$ cat src/rtl/cfgwin_pkg.sv
package cfgwin_pkg;

  localparam int CW_AW     = 32;
  localparam int CW_SIZE_W = 3;

  typedef enum logic [1:0] {
    CW_OK    = 2'd0,
    CW_RANGE = 2'd1,
    CW_ALIGN = 2'd2,
    CW_NOWIN = 2'd3
  } cw_cause_e;

  // Device page: base with bus in [27:20] and devfn in [19:12]
  function automatic logic [CW_AW-1:0] cw_dev_window(input logic [CW_AW-1:0] base,
                                                     input logic [7:0] bus,
                                                     input logic [7:0] devfn);
    return base | {4'b0000, bus, devfn, 12'h000};
  endfunction

  function automatic logic [3:0] cw_lane_mask(input logic [CW_SIZE_W-1:0] size,
                                              input logic [1:0] off);
    case (size)
      3'd1:    return 4'b0001 << off;
      3'd2:    return 4'b0011 << off;
      3'd4:    return 4'b1111;
      default: return 4'b0000;
    endcase
  endfunction

  function automatic logic cw_lane_fit(input logic [CW_SIZE_W-1:0] size,
                                       input logic [1:0] off);
    case (size)
      3'd1:    return 1'b1;
      3'd2:    return off != 2'd3;
      3'd4:    return off == 2'd0;
      default: return 1'b0;
    endcase
  endfunction

  function automatic logic [CW_AW-1:0] cw_legacy_addr(input logic [7:0] bus,
                                                      input logic [7:0] devfn,
                                                      input logic [7:0] reg8);
    return {1'b1, 7'b0, bus, devfn, reg8[7:2], 2'b00};
  endfunction

  function automatic logic [31:0] cw_extract(input logic [31:0] raw,
                                             input logic [CW_SIZE_W-1:0] size,
                                             input logic [1:0] off);
    logic [31:0] sh;
    sh = raw >> {off, 3'b000};
    case (size)
      3'd1:    return {24'h0, sh[7:0]};
      3'd2:    return {16'h0, sh[15:0]};
      default: return sh;
    endcase
  endfunction

endpackage

$ cat src/rtl/cfgwin_table.sv
module cfgwin_table #(
  parameter int N_ENT = 4,
  parameter int SEG_W = 16,
  localparam int IDX_W = (N_ENT > 1) ? $clog2(N_ENT) : 1
) (
  input  logic                        clk,
  input  logic                        rst_n,
  input  logic                        wr,
  input  logic [IDX_W-1:0]            widx,
  input  logic                        wvalid,
  input  logic [SEG_W-1:0]            wseg,
  input  logic [7:0]                  wstart,
  input  logic [7:0]                  wend,
  input  logic [cfgwin_pkg::CW_AW-1:0] wbase,
  output logic [N_ENT-1:0]            ent_valid,
  output logic [SEG_W-1:0]            ent_seg   [N_ENT],
  output logic [7:0]                  ent_start [N_ENT],
  output logic [7:0]                  ent_end   [N_ENT],
  output logic [cfgwin_pkg::CW_AW-1:0] ent_base  [N_ENT]
);

  for (genvar e = 0; e < N_ENT; e++) begin : g_ent
    logic sel;
    assign sel = wr && (widx == IDX_W'(e));

    always_ff @(posedge clk or negedge rst_n) begin
      if (!rst_n) begin
        ent_valid[e] <= 1'b0;
        ent_seg[e]   <= '0;
        ent_start[e] <= '0;
        ent_end[e]   <= '0;
        ent_base[e]  <= '0;
      end else if (sel) begin
        ent_valid[e] <= wvalid;
        ent_seg[e]   <= wseg;
        ent_start[e] <= wstart;
        ent_end[e]   <= wend;
        ent_base[e]  <= wbase;
      end
    end
  end

endmodule

$ cat src/rtl/cfgwin_match.sv
module cfgwin_match #(
  parameter int N_ENT = 4,
  parameter int SEG_W = 16,
  localparam int IDX_W = (N_ENT > 1) ? $clog2(N_ENT) : 1
) (
  input  logic [N_ENT-1:0]            ent_valid,
  input  logic [SEG_W-1:0]            ent_seg   [N_ENT],
  input  logic [7:0]                  ent_start [N_ENT],
  input  logic [7:0]                  ent_end   [N_ENT],
  input  logic [cfgwin_pkg::CW_AW-1:0] ent_base  [N_ENT],
  input  logic [SEG_W-1:0]            req_seg,
  input  logic [7:0]                  req_bus,
  output logic                        found,
  output logic                        via_fallback,
  output logic [IDX_W-1:0]            hit_idx,
  output logic [cfgwin_pkg::CW_AW-1:0] win_base
);

  logic [N_ENT-1:0]            hit_vec;
  logic                        any_hit;
  logic                        lone_zero;
  logic [cfgwin_pkg::CW_AW-1:0] pri_base;

  for (genvar e = 0; e < N_ENT; e++) begin : g_cmp
    assign hit_vec[e] = ent_valid[e] && (ent_seg[e] == req_seg) &&
                        (ent_start[e] <= req_bus) && (req_bus <= ent_end[e]);
  end

  // Lowest index wins: scan downward so the last write is the smallest hit
  always_comb begin
    hit_idx  = '0;
    pri_base = '0;
    for (int i = N_ENT - 1; i >= 0; i--) begin
      if (hit_vec[i]) begin
        hit_idx  = IDX_W'(i);
        pri_base = ent_base[i];
      end
    end
  end

  assign any_hit   = |hit_vec;
  assign lone_zero = (ent_valid == N_ENT'(1)) && (ent_seg[0] == '0) &&
                     (ent_start[0] == 8'd0) && (ent_end[0] == 8'd0);

  assign via_fallback = !any_hit && lone_zero;
  assign found        = any_hit || lone_zero;
  assign win_base     = any_hit ? pri_base : ent_base[0];

endmodule

$ cat src/rtl/cfgwin_lanes.sv
module cfgwin_lanes (
  input  logic [cfgwin_pkg::CW_SIZE_W-1:0] size,
  input  logic [1:0]                       off,
  input  logic [31:0]                      wdata,
  output logic [3:0]                       be,
  output logic                             fit,
  output logic [31:0]                      wdata_lane
);
  import cfgwin_pkg::*;

  assign be         = cw_lane_mask(size, off);
  assign fit        = cw_lane_fit(size, off);
  assign wdata_lane = wdata << {off, 3'b000};

endmodule

$ cat src/rtl/cfg_window_decoder.sv
module cfg_window_decoder #(
  parameter int N_ENT    = 4,
  parameter int SEG_W    = 16,
  parameter int BUS_IN_W = 9,
  parameter int FN_IN_W  = 9,
  parameter int REG_IN_W = 13,
  localparam int IDX_W   = (N_ENT > 1) ? $clog2(N_ENT) : 1
) (
  input  logic                clk,
  input  logic                rst_n,
  input  logic                tbl_wr,
  input  logic [IDX_W-1:0]    tbl_idx,
  input  logic                tbl_valid,
  input  logic [SEG_W-1:0]    tbl_seg,
  input  logic [7:0]          tbl_start,
  input  logic [7:0]          tbl_end,
  input  logic [31:0]         tbl_base,
  input  logic                req_valid,
  input  logic                req_write,
  input  logic                leg_redirect_en,
  input  logic [SEG_W-1:0]    req_seg,
  input  logic [BUS_IN_W-1:0] req_bus,
  input  logic [FN_IN_W-1:0]  req_devfn,
  input  logic [REG_IN_W-1:0] req_reg,
  input  logic [2:0]          req_size,
  input  logic [31:0]         req_wdata,
  output logic                mem_valid,
  output logic [31:0]         mem_addr,
  output logic                leg_valid,
  output logic [31:0]         leg_addr,
  output logic                dn_write,
  output logic [3:0]          dn_be,
  output logic [31:0]         dn_wdata,
  input  logic [31:0]         mem_rdata,
  input  logic [31:0]         leg_rdata,
  output logic                rsp_valid,
  output logic                rsp_err,
  output logic [1:0]          rsp_cause,
  output logic [31:0]         rsp_rdata,
  output logic                map_update,
  output logic [31:0]         map_base
);
  import cfgwin_pkg::*;

  localparam int PAGE_BYTES = 4096;
  localparam int LOW_BYTES  = 256;
  localparam int ID_LIMIT   = 255;

  // table
  logic [N_ENT-1:0] ent_valid;
  logic [SEG_W-1:0] ent_seg   [N_ENT];
  logic [7:0]       ent_start [N_ENT];
  logic [7:0]       ent_end   [N_ENT];
  logic [31:0]      ent_base  [N_ENT];

  cfgwin_table #(.N_ENT(N_ENT), .SEG_W(SEG_W)) u_table (
    .clk(clk), .rst_n(rst_n), .wr(tbl_wr), .widx(tbl_idx), .wvalid(tbl_valid),
    .wseg(tbl_seg), .wstart(tbl_start), .wend(tbl_end), .wbase(tbl_base),
    .ent_valid(ent_valid), .ent_seg(ent_seg), .ent_start(ent_start),
    .ent_end(ent_end), .ent_base(ent_base)
  );

  // lookup
  logic [7:0]       bus8, devfn8;
  logic [11:0]      reg12;
  logic             win_found, win_fallback;
  logic [IDX_W-1:0] win_idx;
  logic [31:0]      win_base;

  assign bus8   = req_bus[7:0];
  assign devfn8 = req_devfn[7:0];
  assign reg12  = req_reg[11:0];

  cfgwin_match #(.N_ENT(N_ENT), .SEG_W(SEG_W)) u_match (
    .ent_valid(ent_valid), .ent_seg(ent_seg), .ent_start(ent_start),
    .ent_end(ent_end), .ent_base(ent_base), .req_seg(req_seg), .req_bus(bus8),
    .found(win_found), .via_fallback(win_fallback), .hit_idx(win_idx),
    .win_base(win_base)
  );

  // lanes
  logic [3:0]  lane_be;
  logic        lane_fit;
  logic [31:0] lane_wdata;

  cfgwin_lanes u_lanes (
    .size(req_size), .off(req_reg[1:0]), .wdata(req_wdata),
    .be(lane_be), .fit(lane_fit), .wdata_lane(lane_wdata)
  );

  // request-cycle decision, brought out as named events
  logic      range_bad, to_legacy;
  cw_cause_e cause;
  logic      issue_mem_now, issue_leg_now, reject_now, dev_change;
  logic [31:0] dev_window;
  logic [31:0] last_dev;
  logic        last_valid;

  assign range_bad = (req_bus > BUS_IN_W'(ID_LIMIT)) ||
                     (req_devfn > FN_IN_W'(ID_LIMIT)) ||
                     (req_reg > REG_IN_W'(PAGE_BYTES - 1));
  assign to_legacy = leg_redirect_en && (req_reg < REG_IN_W'(LOW_BYTES));

  always_comb begin
    if (range_bad)                    cause = CW_RANGE;
    else if (!lane_fit)               cause = CW_ALIGN;
    else if (!to_legacy && !win_found) cause = CW_NOWIN;
    else                              cause = CW_OK;
  end

  assign dev_window    = cw_dev_window(win_base, bus8, devfn8);
  assign issue_mem_now = req_valid && (cause == CW_OK) && !to_legacy;
  assign issue_leg_now = req_valid && (cause == CW_OK) && to_legacy;
  assign reject_now    = req_valid && (cause != CW_OK);
  assign dev_change    = !last_valid || (dev_window != last_dev);

  // issue stage
  logic        rsp_valid_q, err_q, mem_valid_q, leg_valid_q, wr_q, map_update_q;
  cw_cause_e   cause_q;
  logic [2:0]  size_q;
  logic [1:0]  off_q;
  logic [3:0]  be_q;
  logic [31:0] wdata_q, mem_addr_q, leg_addr_q;

  always_ff @(posedge clk or negedge rst_n) begin
    if (!rst_n) begin
      rsp_valid_q  <= 1'b0;
      err_q        <= 1'b0;
      mem_valid_q  <= 1'b0;
      leg_valid_q  <= 1'b0;
      map_update_q <= 1'b0;
      wr_q         <= 1'b0;
      cause_q      <= CW_OK;
      size_q       <= '0;
      off_q        <= '0;
      be_q         <= '0;
      wdata_q      <= '0;
      mem_addr_q   <= '0;
      leg_addr_q   <= '0;
      last_dev     <= '0;
      last_valid   <= 1'b0;
    end else begin
      rsp_valid_q  <= req_valid;
      err_q        <= reject_now;
      mem_valid_q  <= issue_mem_now;
      leg_valid_q  <= issue_leg_now;
      map_update_q <= issue_mem_now && dev_change;
      if (req_valid) begin
        cause_q    <= cause;
        wr_q       <= req_write;
        size_q     <= req_size;
        off_q      <= req_reg[1:0];
        be_q       <= (cause == CW_OK) ? lane_be : 4'b0000;
        wdata_q    <= (cause == CW_OK) ? lane_wdata : 32'h0;
        mem_addr_q <= dev_window | {20'h0, reg12};
        leg_addr_q <= cw_legacy_addr(bus8, devfn8, reg12[7:0]);
      end
      if (issue_mem_now && dev_change) begin
        last_dev   <= dev_window;
        last_valid <= 1'b1;
      end
    end
  end

  always_comb begin
    rsp_rdata = 32'h0;
    if (rsp_valid_q && !wr_q) begin
      if (err_q)            rsp_rdata = 32'hFFFF_FFFF;
      else if (leg_valid_q) rsp_rdata = cw_extract(leg_rdata, size_q, off_q);
      else                  rsp_rdata = cw_extract(mem_rdata, size_q, off_q);
    end
  end

  assign mem_valid  = mem_valid_q;
  assign mem_addr   = mem_addr_q;
  assign leg_valid  = leg_valid_q;
  assign leg_addr   = leg_addr_q;
  assign dn_write   = wr_q;
  assign dn_be      = be_q;
  assign dn_wdata   = wdata_q;
  assign rsp_valid  = rsp_valid_q;
  assign rsp_err    = err_q;
  assign rsp_cause  = cause_q;
  assign map_update = map_update_q;
  assign map_base   = last_dev;

endmodule

$ cat config.mk
export PLATFORM = sky130hd
export DESIGN_NAME = cfg_window_decoder
export DESIGN_NICKNAME = d
export VERILOG_FILES = /design/src/rtl/cfgwin_pkg.sv /design/src/rtl/cfgwin_table.sv /design/src/rtl/cfgwin_match.sv /design/src/rtl/cfgwin_lanes.sv /design/src/rtl/cfg_window_decoder.sv
export SDC_FILE = /design/constraint.sdc
export NUM_CORES = 1
export LEC_CHECK = 0
export BUFFER_PORTS_ARGS = -buffer_cell sky130_fd_sc_hd__clkbuf_2
export CORE_MARGIN = 3
export CORE_UTILIZATION = 30
export DETAILED_ROUTE_END_ITERATION = 8
export PLACE_DENSITY_LB_ADDON = 0.2
export SLEW_MARGIN = 0
export SYNTH_ARGS = -nofsm -noshare
export SYNTH_HDL_FRONTEND = slang
export SYNTH_SLANG_ARGS = --single-unit
$ cat constraint.sdc
create_clock -name clk -period 4.3 [get_ports clk]
set_clock_uncertainty 0.2 [all_clocks]
set_input_delay 0.86 -clock clk [delete_from_list [all_inputs] [get_ports clk]]
set_output_delay 0.86 -clock clk [all_outputs]
set_load 0.02 [all_outputs]
* Yosys cells after proc, flatten, opt, wreduce, memory -nomap -nowiden
Cells that the tools add are included.
** Storage, ports and cells
- Register bits :: 397
- Input port bits :: 219
- Output and inout bits :: 172
- Logic and storage cells :: 129
** Operators by class
- $lt $le $gt $ge :: 12
- Equality and inequality tests :: 15
- Shift-type cells :: 5
- Mux-type cells :: 17
- Bitwise operators :: 2
- Reductions and logical operators :: 43
** Operators by type and width (count)
- two-way mux 32 bit :: 9
- case mux 32 bit (2 select lines) :: 2
- equality test 16 bit :: 4
- less-or-equal comparator 8 bit :: 8
- >> shifter 32 x 5 -> 32 bit :: 2
- != test 32 bit :: 1
- bitwise OR 32 x 12 -> 32 bit :: 1
- bitwise OR 32 x 28 -> 32 bit :: 1
- << shifter 32 x 5 -> 32 bit :: 1
- logical AND 1 bit :: 27
- > comparator 9 x 8 -> 1 bit, second input constant :: 2
- logical NOT 16 bit :: 1
- logical NOT 8 bit :: 2
- > comparator 13 x 12 -> 1 bit, second input constant :: 1
- < comparator 13 x 9 -> 1 bit, second input constant :: 1
- case mux 4 bit (3 select lines) :: 1
- equality test 3 x 1 -> 1 bit, second input constant :: 2
- equality test 3 x 2 -> 1 bit, second input constant :: 2
- logical NOT 2 bit :: 3
- two-way mux 2 bit :: 3
- equality test 2 bit, second input constant :: 2
- equality test 4 x 1 -> 1 bit, second input constant :: 1
- logical NOT 1 bit :: 4
- logical OR 1 bit :: 4
- 9 further kinds :: 9

* Longest topological paths before layout
Gate-level depths: netlist of the first run.
- Depth after elaboration :: 15
- Gate-level depth with buffers :: 18
- Depth with buffers taken out :: 14

* Modules after synthesis
A second synthesis of the first run with hierarchy kept.
** Unflattened totals
- Cells, all modules :: 1833
- Area, all modules :: 21695.8 sq um
** By module, submodules not included
- cfgwin_table :: times used 1, cells an instance 552, area each 10113.4 sq um, seq. area each 6506.2 sq um
- cfg_window_decoder :: times used 1, cells an instance 628, area each 6672.6 sq um, seq. area each 3428.3 sq um
- cfgwin_match :: times used 1, cells an instance 547, area each 4240.3 sq um, seq. area each 0.0 sq um
- cfgwin_lanes :: times used 1, cells an instance 106, area each 669.4 sq um, seq. area each 0.0 sq um

* Worst setup path after synthesis of the first run
OpenSTA, ideal clock, no wires.
- Path kind :: in2reg
- Start :: input port req_bus[1]
- End :: register last_dev[10], in the netlist map_base[10]
- Library setup time :: 0.125 ns
- Arrival :: 4.229 ns
- Required time :: 3.975 ns
- Setup slack :: -0.254 ns
- Cell stages on the path :: 17
- Path buffers :: 4
- Cells stage by stage :: inv_1 ha_1 nor2b_1 o211ai_1 a21oi_1 nand3b_1 or2_2 clkbuf_1 buf_2 buf_2 o21a_1 xor2_1 nor4_1 nand4_1 a2bb2oi_4 buf_12 mux2_4
** On the way
- Word-level cells in the longest chain between the ends :: 14
- Elaborated cells on any way between the ends :: 38
- Those cells by class :: order compare: 9; eq/ne: 1; mux: 8; bitwise: 1; reduce/logical: 19
** RTL lines
- from (decl) :: RTL line cfg_window_decoder.sv:22 : input logic [BUS_IN_W-1:0] req_bus,
- parallel branches: the longest is 14 deep, another holds less-or-equal comparator 8 bit
- to (signal assigned) :: RTL line cfg_window_decoder.sv:159 : last_dev <= dev_window;
- to (decl) :: RTL line cfg_window_decoder.sv:96 : logic [31:0] last_dev;
Several ways; the timed one is not identified.
A chain may end at the register's enable or synchronous reset.

* Worst setup path after layout of the first run
- Start :: input port req_bus[1]
- End :: register last_dev[1], in the netlist map_base[1]
Same word-level chain as after synthesis.

==> flow_summary.toml, run 1 <==
[outcome]
status = "finished with violations"
violations = "negative setup slack"

[sta]
timing.fmax_mhz = 216.7
finalCritPeriodShare = 1.073
period_needed_ps = 4614
worst_slew_pin_slew_ps = 1171
setup_viol = 32
finalMaxSlewViolations = 0
slew_headroom = 0.2191
finalWorstSetupSlack_ps = -314.4
hold_violations = 0
rsz0062_at_grt = "yes"

[routing]
wl_per_cell_um = 22.48
ant_nets = 0
wirelength_mm = 79.21
vias_per_cell = 5.096
vias = 17950
dr.pass1.iters = 5
drc = 0
drtIter0Drc = 1254

[critical_path]
required_ps = 4570
slowest_delay_ps = 330
cpMaxStageDelayCell = "or2_4"
cp_num_buf_inv = 8
critPathTopFamily = "buffers and inverters"
critical_path_class = "in2reg"
crit_top_cell = "buf_4"
start_kind = "primary input"
arrival_ps = 4890
cp_max_fo = 6
crit_chain = "buf_8 -> clkinvlp_4 -> ha_4 -> nand4_1 -> or2_4 -> a211oi_4 -> nand3_4 -> buf_6 -> o2111a_1 -> o31ai_2 -> buf_4 -> mux2i_1 -> a21o_1 -> nor4_4 -> buf_4 -> nand4_1 -> buf_4 -> a2bb2oi_4 -> buf_6 -> buf_12 -> mux2_4"
crit_path_end_kind = "register"

[placed_design]
port-buffer-count = 381
dp.cells = 3414
gp_congestion = 0.9212
place_hpwl_mm = 60.59
dp_slack_ps = -1314

[clocking]
clkTransAtPathRegs_ps = 60
cts_max_level = 2
cts_tree = "built"
clk_latency_ps = 580
numCtsBuffers = 49
cts.sinks = 397
hold_buffers = 0
cts_buffer_depth = 3
clockRootBuffer = "clkbuf_16"

[power]
peakVddDrop_v = 0.0002529
clockPowerShare = 0.359
total_power_mw = 11.33
cell_internal_pwr_mw = 7.889
p_sw_frac = 0.3036
switchingPower_mw = 3.440
powerDensity_mw_per_mm2 = 399.0
p_leak_nw = 12.85
combPwrFrac = 0.226
seq_power_share = 0.415

[final_layout]
final_cell_count_no_fill = 3523
area_growth_pct = 30.98
finalCoreUtilization = 0.4013
num-fill-cells = 6880
nNetsFinal = 2825
drive_gt1_frac = 0.4384

[floorplan]
dieWidth_um = 274.8
rows = 97
die_y_um = 274.8
dieArea_mm2 = 0.07553
core-area_mm2 = 0.07076
pin_count = 391
initial_core_util = 0.3064

[global_route]
antenna_found_initial = 7
grtUsageTotal = 0.2040
grt_overflow_total = 0
grt_pass1_wl_mm = 117.1
grt_max_degree = 88
grt_pass1_vias = 18530

[yosys]
yosys_warnings = 0
yosys.area.top_type_share = 0.4582
synth_edf_count = 0
synth_cell_types = 80
synth_cells = 1969
synth_area_mm2 = 0.02168
synth_area_leader_cell = "dfrtp_1"
avgSynthCellArea_um2 = 11.01
async_flop_share = 1.000
ys.flop_type = "dfrtp_1"
ys_top_cells_by_area = "dfrtp_1 (46%), mux2_2 (16%), ha_1 (3.7%)"
yosysSeqAreaShare = 0.4582
ys_seq_elements = 397

[hold_path]
hold_path.class = "in2async"

[flow_run]
cap_viol_max_count = 0
per-layer routing:
metal  track usage  vias up  share of wire
li1              -     8308              -
met5             0        -        0.00058
met1        0.2631     9029           0.43
met4       0.06518        6          0.032
met3       0.03837      114          0.058
met2        0.3456      496           0.48
power groups by stage:
stage | Sequential (mW) | Clock, mW | Combinational (mW)
floorplan | 4.69 | 0 | 1.38
global placement | 4.75 | 0 | 2.47
detailed placement | 4.76 | 0 | 2.51
CTS | 4.70 | 4.20 | 2.55
global route | 4.77 | 4.35 | 2.80
finish | 4.70 | 4.07 | 2.56
registers in the layout, summed over array words and instances (netlist names), 2 cells and up:
name / flops
off_q: 2
u_table.ent_end: 32
mem_addr: 32
leg_addr: 23
u_table.ent_valid: 4
u_table.ent_start: 32
dn_be: 4
dn_wdata: 32
u_table.ent_base: 128
u_table.ent_seg: 64
map_base: 32
rsp_cause: 2
size_q: 3
worst register-to-register path, stage by stage (launching register included):
cell       delay [ps]
dfrtp_1           380
xor2_1            180
buf_4             150
or4_4             560
nor3b_4           240
buf_4             160
nand2_2            60
buf_4             140
nor3_4            230
nor3_2             90
or4_4             500
a211oi_2          250
o2111ai_1         130
and4bb_1          330
a2bb2oi_4         230
buf_6             170
buf_12            140
mux2_4            310
kinds of logic (layout without fill, tap and decap cells):
kind of cell | count (synthesis) | in the layout | synth area share
AND/OR/NAND/NOR | 486 | 486 | 0.1148
flip-flops | 397 | 397 | 0.4582
multiplexers | 385 | 385 | 0.2059
AO/OA/AOI/OAI | 336 | 336 | 0.1049
buffers and inverters | 204 | 807 | 0.04034
XOR/XNOR | 96 | 96 | 0.03878
adder cells (fa/ha/maj) | 64 | 64 | 0.03693
other | 1 | 12 | 0.0001730
final timing paths:
check                                          startpoint                        to  slack [ps]  cells past startpoint
max                                            req_bus[1]   map_base[1]$_DFFE_PN0P_        -310                     21
min                                                 rst_n  dn_wdata[24]$_DFFE_PN0P_          80                      1
max reg2reg                u_table.ent_seg[9]$_DFFE_PN0P_   map_base[1]$_DFFE_PN0P_        -270                     17
min reg2reg                      leg_addr[31]$_DFFE_PN0P_  leg_addr[31]$_DFFE_PN0P_         270                      1
max in group asynchronous                           rst_n       leg_valid$_DFF_PN0_        2890                      2
min in group clk                 leg_addr[31]$_DFFE_PN0P_  leg_addr[31]$_DFFE_PN0P_         270                      1
cell usage after synthesis (11+ instances only):
cell type,number
and3_1,14
buf_1,11
a21oi_1,93
mux2_4,25
nor3_1,29
o2111ai_1,25
nand2b_1,15
o21ai_0,66
a221oi_1,15
nor4_1,16
nand3_1,49
nor2b_1,19
buf_2,12
o211ai_1,18
mux2i_1,45
nand4_1,50
nand2_1,109
xor2_1,32
nor2_1,119
mux2_2,307
or2_2,11
nand3b_1,12
clkbuf_1,76
inv_1,89
dfrtp_1,397
a31oi_1,19
a22o_1,11
xnor2_1,64
ha_1,64
per-stage QoR:
stage	cell area, um2	hold WS, ps	TNS (ps)
2_1_floorplan	21840	239.8	-4031
6_report	28400	79.49	-7635
5_1_grt	28390	98.85	-11480
3_5_place_dp	26310	252.1	-48850
4_1_cts	28210	71.46	-5591
3_3_place_gp	26310	255.6	-47640
timing repair:
item	4_1_cts	5_1_grt
endpoints found under the setup margin	32	32
cloned	2	1
setup buffers	10	6
pin swaps	19	12
hold endpoints to repair	0	0
resized for setup	45	29
cell type report:
| class | count | area [um2] | area share |
|---|---|---|---|
| Antenna cell | 3 | 7.507 | 0.0002644 |
| Clock buffer | 68 | 1369 | 0.04820 |
| Clock inverter | 21 | 202.7 | 0.007138 |
| Inverter | 91 | 345.3 | 0.01216 |
| Multi-Input combinational cell | 1376 | 11310 | 0.3984 |
| Sequential cell | 397 | 9936 | 0.3499 |
| Tap cell | 940 | 1176 | 0.04142 |
| Timing Repair Buffer | 627 | 4048 | 0.1425 |
cell usage in the layout (no fill, tap or decap), types with 32 or more instances in the layout:
master	instances
dfrtp_1	396
clkbuf_2	375
mux2_2	307
buf_4	222
nor2_1	115
nand2_1	107
a21oi_1	93
inv_1	86
xnor2_1	62
o21ai_0	60
ha_1	57
clkbuf_16	51
nand4_1	50
nand3_1	45
mux2i_1	44
xor2_1	32
Power figures use the tool's default switching activity.
==> run 2, diff against run 1 <==
--- a/config.mk
+++ b/config.mk
@@ -10,6 +10,7 @@
 export CORE_UTILIZATION = 30
 export DETAILED_ROUTE_END_ITERATION = 8
 export PLACE_DENSITY_LB_ADDON = 0.2
+export SETUP_SLACK_MARGIN = 0.15
 export SLEW_MARGIN = 0
 export SYNTH_ARGS = -nofsm -noshare
 export SYNTH_HDL_FRONTEND = slang
==> run 2 against run 1 <==
The run still ends with negative setup slack left. Largest power group unchanged. Core utilization increased by 0.60 points. First-iteration DRC count is 16% lower. Routed wire length up 0.29%. Worst hold slack better by 76 ps.
==> flow_summary.toml, run 2 (synthesized netlist as in run 1, its figures left out) <==
[outcome]
status = "finished with violations"
violations = "negative setup slack"

[hold_path]
hold_path.class = "in2async"

[final_layout]
drive_gt1_frac = 0.4531
area_growth_pct = 32.92
final_cell_count_no_fill = 3548
reg_top3 = "u_table.ent_base (128), u_table.ent_seg (64)"
largest_register = "u_table.ent_base"
finish.instance_area_mm2 = 0.02882
num-fill-cells = 6924
layout_common_cells = "dfrtp_1 (396), clkbuf_2 (373), mux2_2 (307)"
largest_reg_flops = 128
nNetsFinal = 2847
finalCoreUtilization = 0.4073
final_common_cell = "dfrtp_1"

[critical_path]
cp_max_fo = 8
crit_path_end_kind = "register"
critical_path_class = "in2reg"
required_ps = 4570
arrival_ps = 4830
start_kind = "primary input"

[routing]
dr.pass1.iters = 5
vias = 18030
drtIter0Drc = 1056
vias_per_cell = 5.082
wl_per_cell_um = 22.39
ant_nets = 0
drc = 0
wirelength_mm = 79.44

[sta]
period_needed_ps = 4564
finalMaxSlewViolations = 0
fin_hold_ws_ps = 155.1
setup_viol = 31
worst_slew_pin_slew_ps = 1138
slew_headroom = 0.2414
timing.fmax_mhz = 219.1
rsz0062_at_grt = "yes"
finalCritPeriodShare = 1.061
hold_violations = 0
finalWorstSetupSlack_ps = -263.7

[global_route]
antenna_found_initial = 13
grtUsageTotal = 0.2048
grt_overflow_total = 0
grt_pass1_wl_mm = 118.1
grt_max_degree = 95
grt_pass1_vias = 18640

[floorplan]
pin_count = 391
dieArea_mm2 = 0.07553
dieWidth_um = 274.8
die_y_um = 274.8
initial_core_util = 0.3064
rows = 97
core-area_mm2 = 0.07076

[power]
cell_internal_pwr_mw = 8.101
p_sw_frac = 0.3021
switchingPower_mw = 3.507
p_leak_nw = 13.04
combPwrFrac = 0.228
powerDensity_mw_per_mm2 = 402.8
seq_power_share = 0.406
clockPowerShare = 0.367
total_power_mw = 11.61
peakVddDrop_v = 0.0002565

[flow_run]
cap_viol_max_count = 0

[placed_design]
port-buffer-count = 381
dp.cells = 3430
place_hpwl_mm = 61.30
place_area_mm2 = 0.02642
gp_congestion = 0.9281

[clocking]
clk_latency_ps = 600
numCtsBuffers = 48
clkTransAtPathRegs_ps = 60
cts_tree = "built"
cts_max_level = 2
cts.sinks = 397
cts_buffer_depth = 3
clockRootBuffer = "clkbuf_16"
hold_buffers = 0
==> run 2: cell types whose count changed in the layout (fill, tap and decap cells not counted), moves of 5 or more <==
cell	previous run	this run
buf_6	7	13
clkinv_2	13	8
buf_4	222	241
o2111ai_2	5	0
==> run 2: area by class of cell <==
| cell class | instances | area (um2) | share of cell area |
|---|---|---|---|
| multi-input cells | 1376 | 11460 | 0.3978 |
| flip-flops and latches | 397 | 9936 | 0.3448 |
| repair buffers | 650 | 4230 | 0.1468 |
| clock buffers | 67 | 1384 | 0.04802 |
| well taps | 940 | 1176 | 0.04081 |
| inverters | 91 | 345.3 | 0.01198 |
| clock inverters | 21 | 267.8 | 0.009291 |
| diodes | 6 | 15.01 | 0.0005210 |
==> run 2: final timing paths <==
check | slack [ps] | start | endpoint | cells past startpoint
max reg2reg | -170 | u_table.ent_seg[9]$_DFFE_PN0P_ | map_base[8]$_DFFE_PN0P_ | 16
min | 160 | rst_n | u_table.ent_end[5]$_DFFE_PN0P_ | 1
min reg2reg | 270 | leg_addr[31]$_DFFE_PN0P_ | leg_addr[31]$_DFFE_PN0P_ | 1
max in group asynchronous | 2840 | rst_n | u_table.ent_base[30]$_DFFE_PN0P_ | 2
min in group clk | 270 | leg_addr[31]$_DFFE_PN0P_ | leg_addr[31]$_DFFE_PN0P_ | 1
max | -260 | req_bus[1] | map_base[8]$_DFFE_PN0P_ | 18
==> run 2: power by group through the flow <==
stage | clock network (mW) | registers (mW) | logic, mW
final | 4.26 | 4.71 | 2.64
after global routing | 4.53 | 4.77 | 2.88
after CTS | 4.39 | 4.71 | 2.64
after detailed placement | 0 | 4.77 | 2.56
after global placement | 0 | 4.75 | 2.51
after floorplan | 0 | 4.69 | 1.38
==> run 2: worst max-delay path: stages <==
cell        delay, ps
buf_8              90
clkinvlp_4        130
ha_4              290
nand4_1           140
or2_4             300
a211oi_4          370
nand3_4           140
o2111a_1          310
o31ai_4           310
buf_6             160
xnor2_2            60
nor4_2            380
o2111ai_1         140
and4bb_1          340
a2bb2oi_4         220
buf_12            140
buf_12            130
mux2_4            300
==> run 2: routing by layer <==
| metal | track usage | part of all wire | vias to the layer above |
|---|---|---|---|
| met5 | 0 | 0.00084 | - |
| met4 | 0.05183 | 0.023 | 10 |
| met3 | 0.03907 | 0.058 | 103 |
| met2 | 0.3535 | 0.49 | 498 |
| met1 | 0.2636 | 0.43 | 9050 |
| li1 | - | - | 8370 |
==> run 2: per-stage QoR <==
step | setup WS, ps | TNS [ps]
global placement | -1069 | -40530
global route | -300.9 | -8287
CTS | -142.7 | -3103
finish | -263.7 | -6714
detailed placement | -1082 | -44950
floorplan | -159.8 | -4031
==> run 2: repair_timing <==
action	CTS	global route
endpoints found under the hold margin	0	0
pin swaps	33	32
endpoints found under the setup margin	32	45
setup buffers	20	3
gates cloned	1	0
gates resized for setup	72	36
==> run 3, diff against run 2 <==
--- a/config.mk
+++ b/config.mk
@@ -6,6 +6,7 @@
 export NUM_CORES = 1
 export LEC_CHECK = 0
 export BUFFER_PORTS_ARGS = -buffer_cell sky130_fd_sc_hd__clkbuf_2
+export CAP_MARGIN = 20
 export CORE_MARGIN = 3
 export CORE_UTILIZATION = 30
 export DETAILED_ROUTE_END_ITERATION = 8
@@ -15,3 +16,4 @@
 export SYNTH_ARGS = -nofsm -noshare
 export SYNTH_HDL_FRONTEND = slang
 export SYNTH_SLANG_ARGS = --single-unit
+export TNS_END_PERCENT = 1
==> constraint.sdc (replaced) <==
create_clock -name clk -period 5.62 [get_ports clk]
set_clock_uncertainty 0.2 [all_clocks]
set_input_delay 1.124 -clock clk [delete_from_list [all_inputs] [get_ports clk]]
set_output_delay 1.124 -clock clk [all_outputs]
set_load 0.02 [all_outputs]
==> run 3 against run 2 <==
The flow now finishes without violations. Worst setup slack gained 640 ps. Final cell count is 5.0% lower. Routed wire length increased by 1.6%. Core utilization fell by 2.9 points. Clock power is 23% lower. Global-route usage increased by 0.43 points. Via count is 3.3% lower. Flip-flop and latch count unchanged. Total power shrank 25%. Combinational power shrank 33%. Clock-buffer cell count fell by 4.
==> flow_summary.toml, run 3 (synthesized netlist as in run 1, its figures left out) <==
[outcome]
status = "complete, no violations"

[power]
clockPowerShare = 0.380
switchingPower_mw = 2.607
peakVddDrop_v = 0.0002363
p_leak_nw = 12.03
cell_internal_pwr_mw = 6.056
powerDensity_mw_per_mm2 = 323.5
seq_power_share = 0.417
total_power_mw = 8.662
p_sw_frac = 0.3009
combPwrFrac = 0.203

[clocking]
cts_max_level = 2
hold_buffers = 0
numCtsBuffers = 48
cts_tree = "built"
cts.sinks = 397
clockRootBuffer = "clkbuf_16"
cts_buffer_depth = 3
cts_setup_buffers = 0
clk_latency_ps = 600
clkTransAtPathRegs_ps = 60
cts_resized = 0

[sta]
period_needed_ps = 5241
rsz0062_at_grt = "no"
finalCritPeriodShare = 0.9326
timing.fmax_mhz = 190.8
worst_slew_pin_slew_ps = 1082
finalMaxSlewViolations = 0
setup_viol = 0
hold_violations = 0
slew_headroom = 0.2786

[routing]
drtIter0Drc = 1107
vias = 17440
wl_per_cell_um = 23.95
vias_per_cell = 5.174
dr.pass1.iters = 5
ant_nets = 0
drc = 0
wirelength_mm = 80.73

[critical_path]
critical_path_class = "in2reg"
crit_path_end_kind = "register"
arrival_ps = 5530
worstReg2RegStart = "u_table.ent_start[10]$_DFFE_PN0P_"
required_ps = 5910
cp_max_fo = 19
start_kind = "primary input"
crit_start = "req_bus[1]"

[placed_design]
port-buffer-count = 381
place_hpwl_mm = 62.75
gp_congestion = 0.9676
dp.cells = 3277

[final_layout]
largest_reg_flops = 128
num-fill-cells = 7060
layout_common_cells = "dfrtp_1 (396), clkbuf_2 (379), mux2_2 (307)"
largest_register = "u_table.ent_base"
final_common_cell = "dfrtp_1"
reg_top3 = "u_table.ent_base (128), u_table.ent_seg (64)"
drive_gt1_frac = 0.3828
nNetsFinal = 2672
final_cell_count_no_fill = 3370
area_growth_pct = 23.51

[global_route]
grt_overflow_total = 0
grt_pass1_vias = 17870
grt_pass1_wl_mm = 119.1
antenna_found_initial = 12
grt_max_degree = 146
grtUsageTotal = 0.2091

[floorplan]
dieArea_mm2 = 0.07553
core-area_mm2 = 0.07076
pin_count = 391
die_y_um = 274.8
initial_core_util = 0.3064
dieWidth_um = 274.8
rows = 97

[flow_run]
cap_viol_max_count = 0

[hold_path]
hold_path.class = "reg2reg"
holdCritStartpoint = "dn_be[0]$_DFFE_PN0P_"
==> run 3: cell type report <==
type | instances | area, um2 | share of cell area
Timing Repair Buffer | 475 | 2718 | 0.1015
Antenna cell | 6 | 15.01 | 0.0005607
Clock buffer | 63 | 1348 | 0.05032
Tap cell | 940 | 1176 | 0.04392
Sequential cell | 397 | 9936 | 0.3710
Multi-Input combinational cell | 1376 | 10940 | 0.4085
Inverter | 91 | 341.6 | 0.01276
Clock inverter | 22 | 306.5 | 0.01145
==> run 3: final timing paths <==
path,cells past startpoint,slack (ps),endpoint
min in group asynchronous,1,300,mem_addr[20]$_DFFE_PN0P_
max in group asynchronous,2,3580,u_table.ent_base[78]$_DFFE_PN0P_
setup / recovery,18,380,map_base[7]$_DFFE_PN0P_
hold reg to reg,1,280,dn_be[0]$_DFFE_PN0P_
setup reg to reg,17,760,map_base[7]$_DFFE_PN0P_
hold / removal,1,280,dn_be[0]$_DFFE_PN0P_
==> run 3: through the flow <==
step | utilization | hold slack [ps] | setup TNS [ps] | instance area (um2) | setup WS, ps
floorplan | - | 239.8 | 0 | 21710 | 802.3
global placement | 0.3544 | 263.7 | -3282 | 25080 | -133.7
detailed placement | 0.3544 | 272.6 | -5279 | 25080 | -197.9
CTS | 0.3778 | 285.5 | 0 | 26730 | 408.1
global route | 0.3783 | 295.7 | 0 | 26770 | 182.1
finish | 0.3785 | 283.1 | 0 | 26780 | 378.7
==> run 3: layer usage <==
metal	share of wire	vias to the layer above	global-route usage	routed length (um)
li1	-	8020	-	-
met1	0.44	8775	0.2766	35430
met2	0.46	526	0.3434	37470
met3	0.070	105	0.04596	5615
met4	0.027	10	0.06115	2150
met5	0.00082	-	0	66
==> run 3: worst max-delay path: stages <==
cell and delay (ps):
clkbuf_2 90, inv_1 60, buf_4 160, ha_1 310, nor2b_1 140, o211ai_1 250, a211o_1 200, and2_1 270
nand2_1 300, o311ai_0 780, a2111oi_0 290, a211oi_2 300, o2111ai_1 130, and4bb_1 330, a2bb2oi_4 190, buf_12 210
buf_4 170, mux2i_1 200
==> run 3: power by group through the flow <==
stage	combinational, mW	clock (mW)	sequential, mW
4_1_cts	1.77	3.38	3.61
6_report	1.76	3.29	3.61
3_5_place_dp	1.77	0	3.66
2_1_floorplan	1.05	0	3.58
5_1_grt	1.93	3.50	3.66
3_3_place_gp	1.74	0	3.64
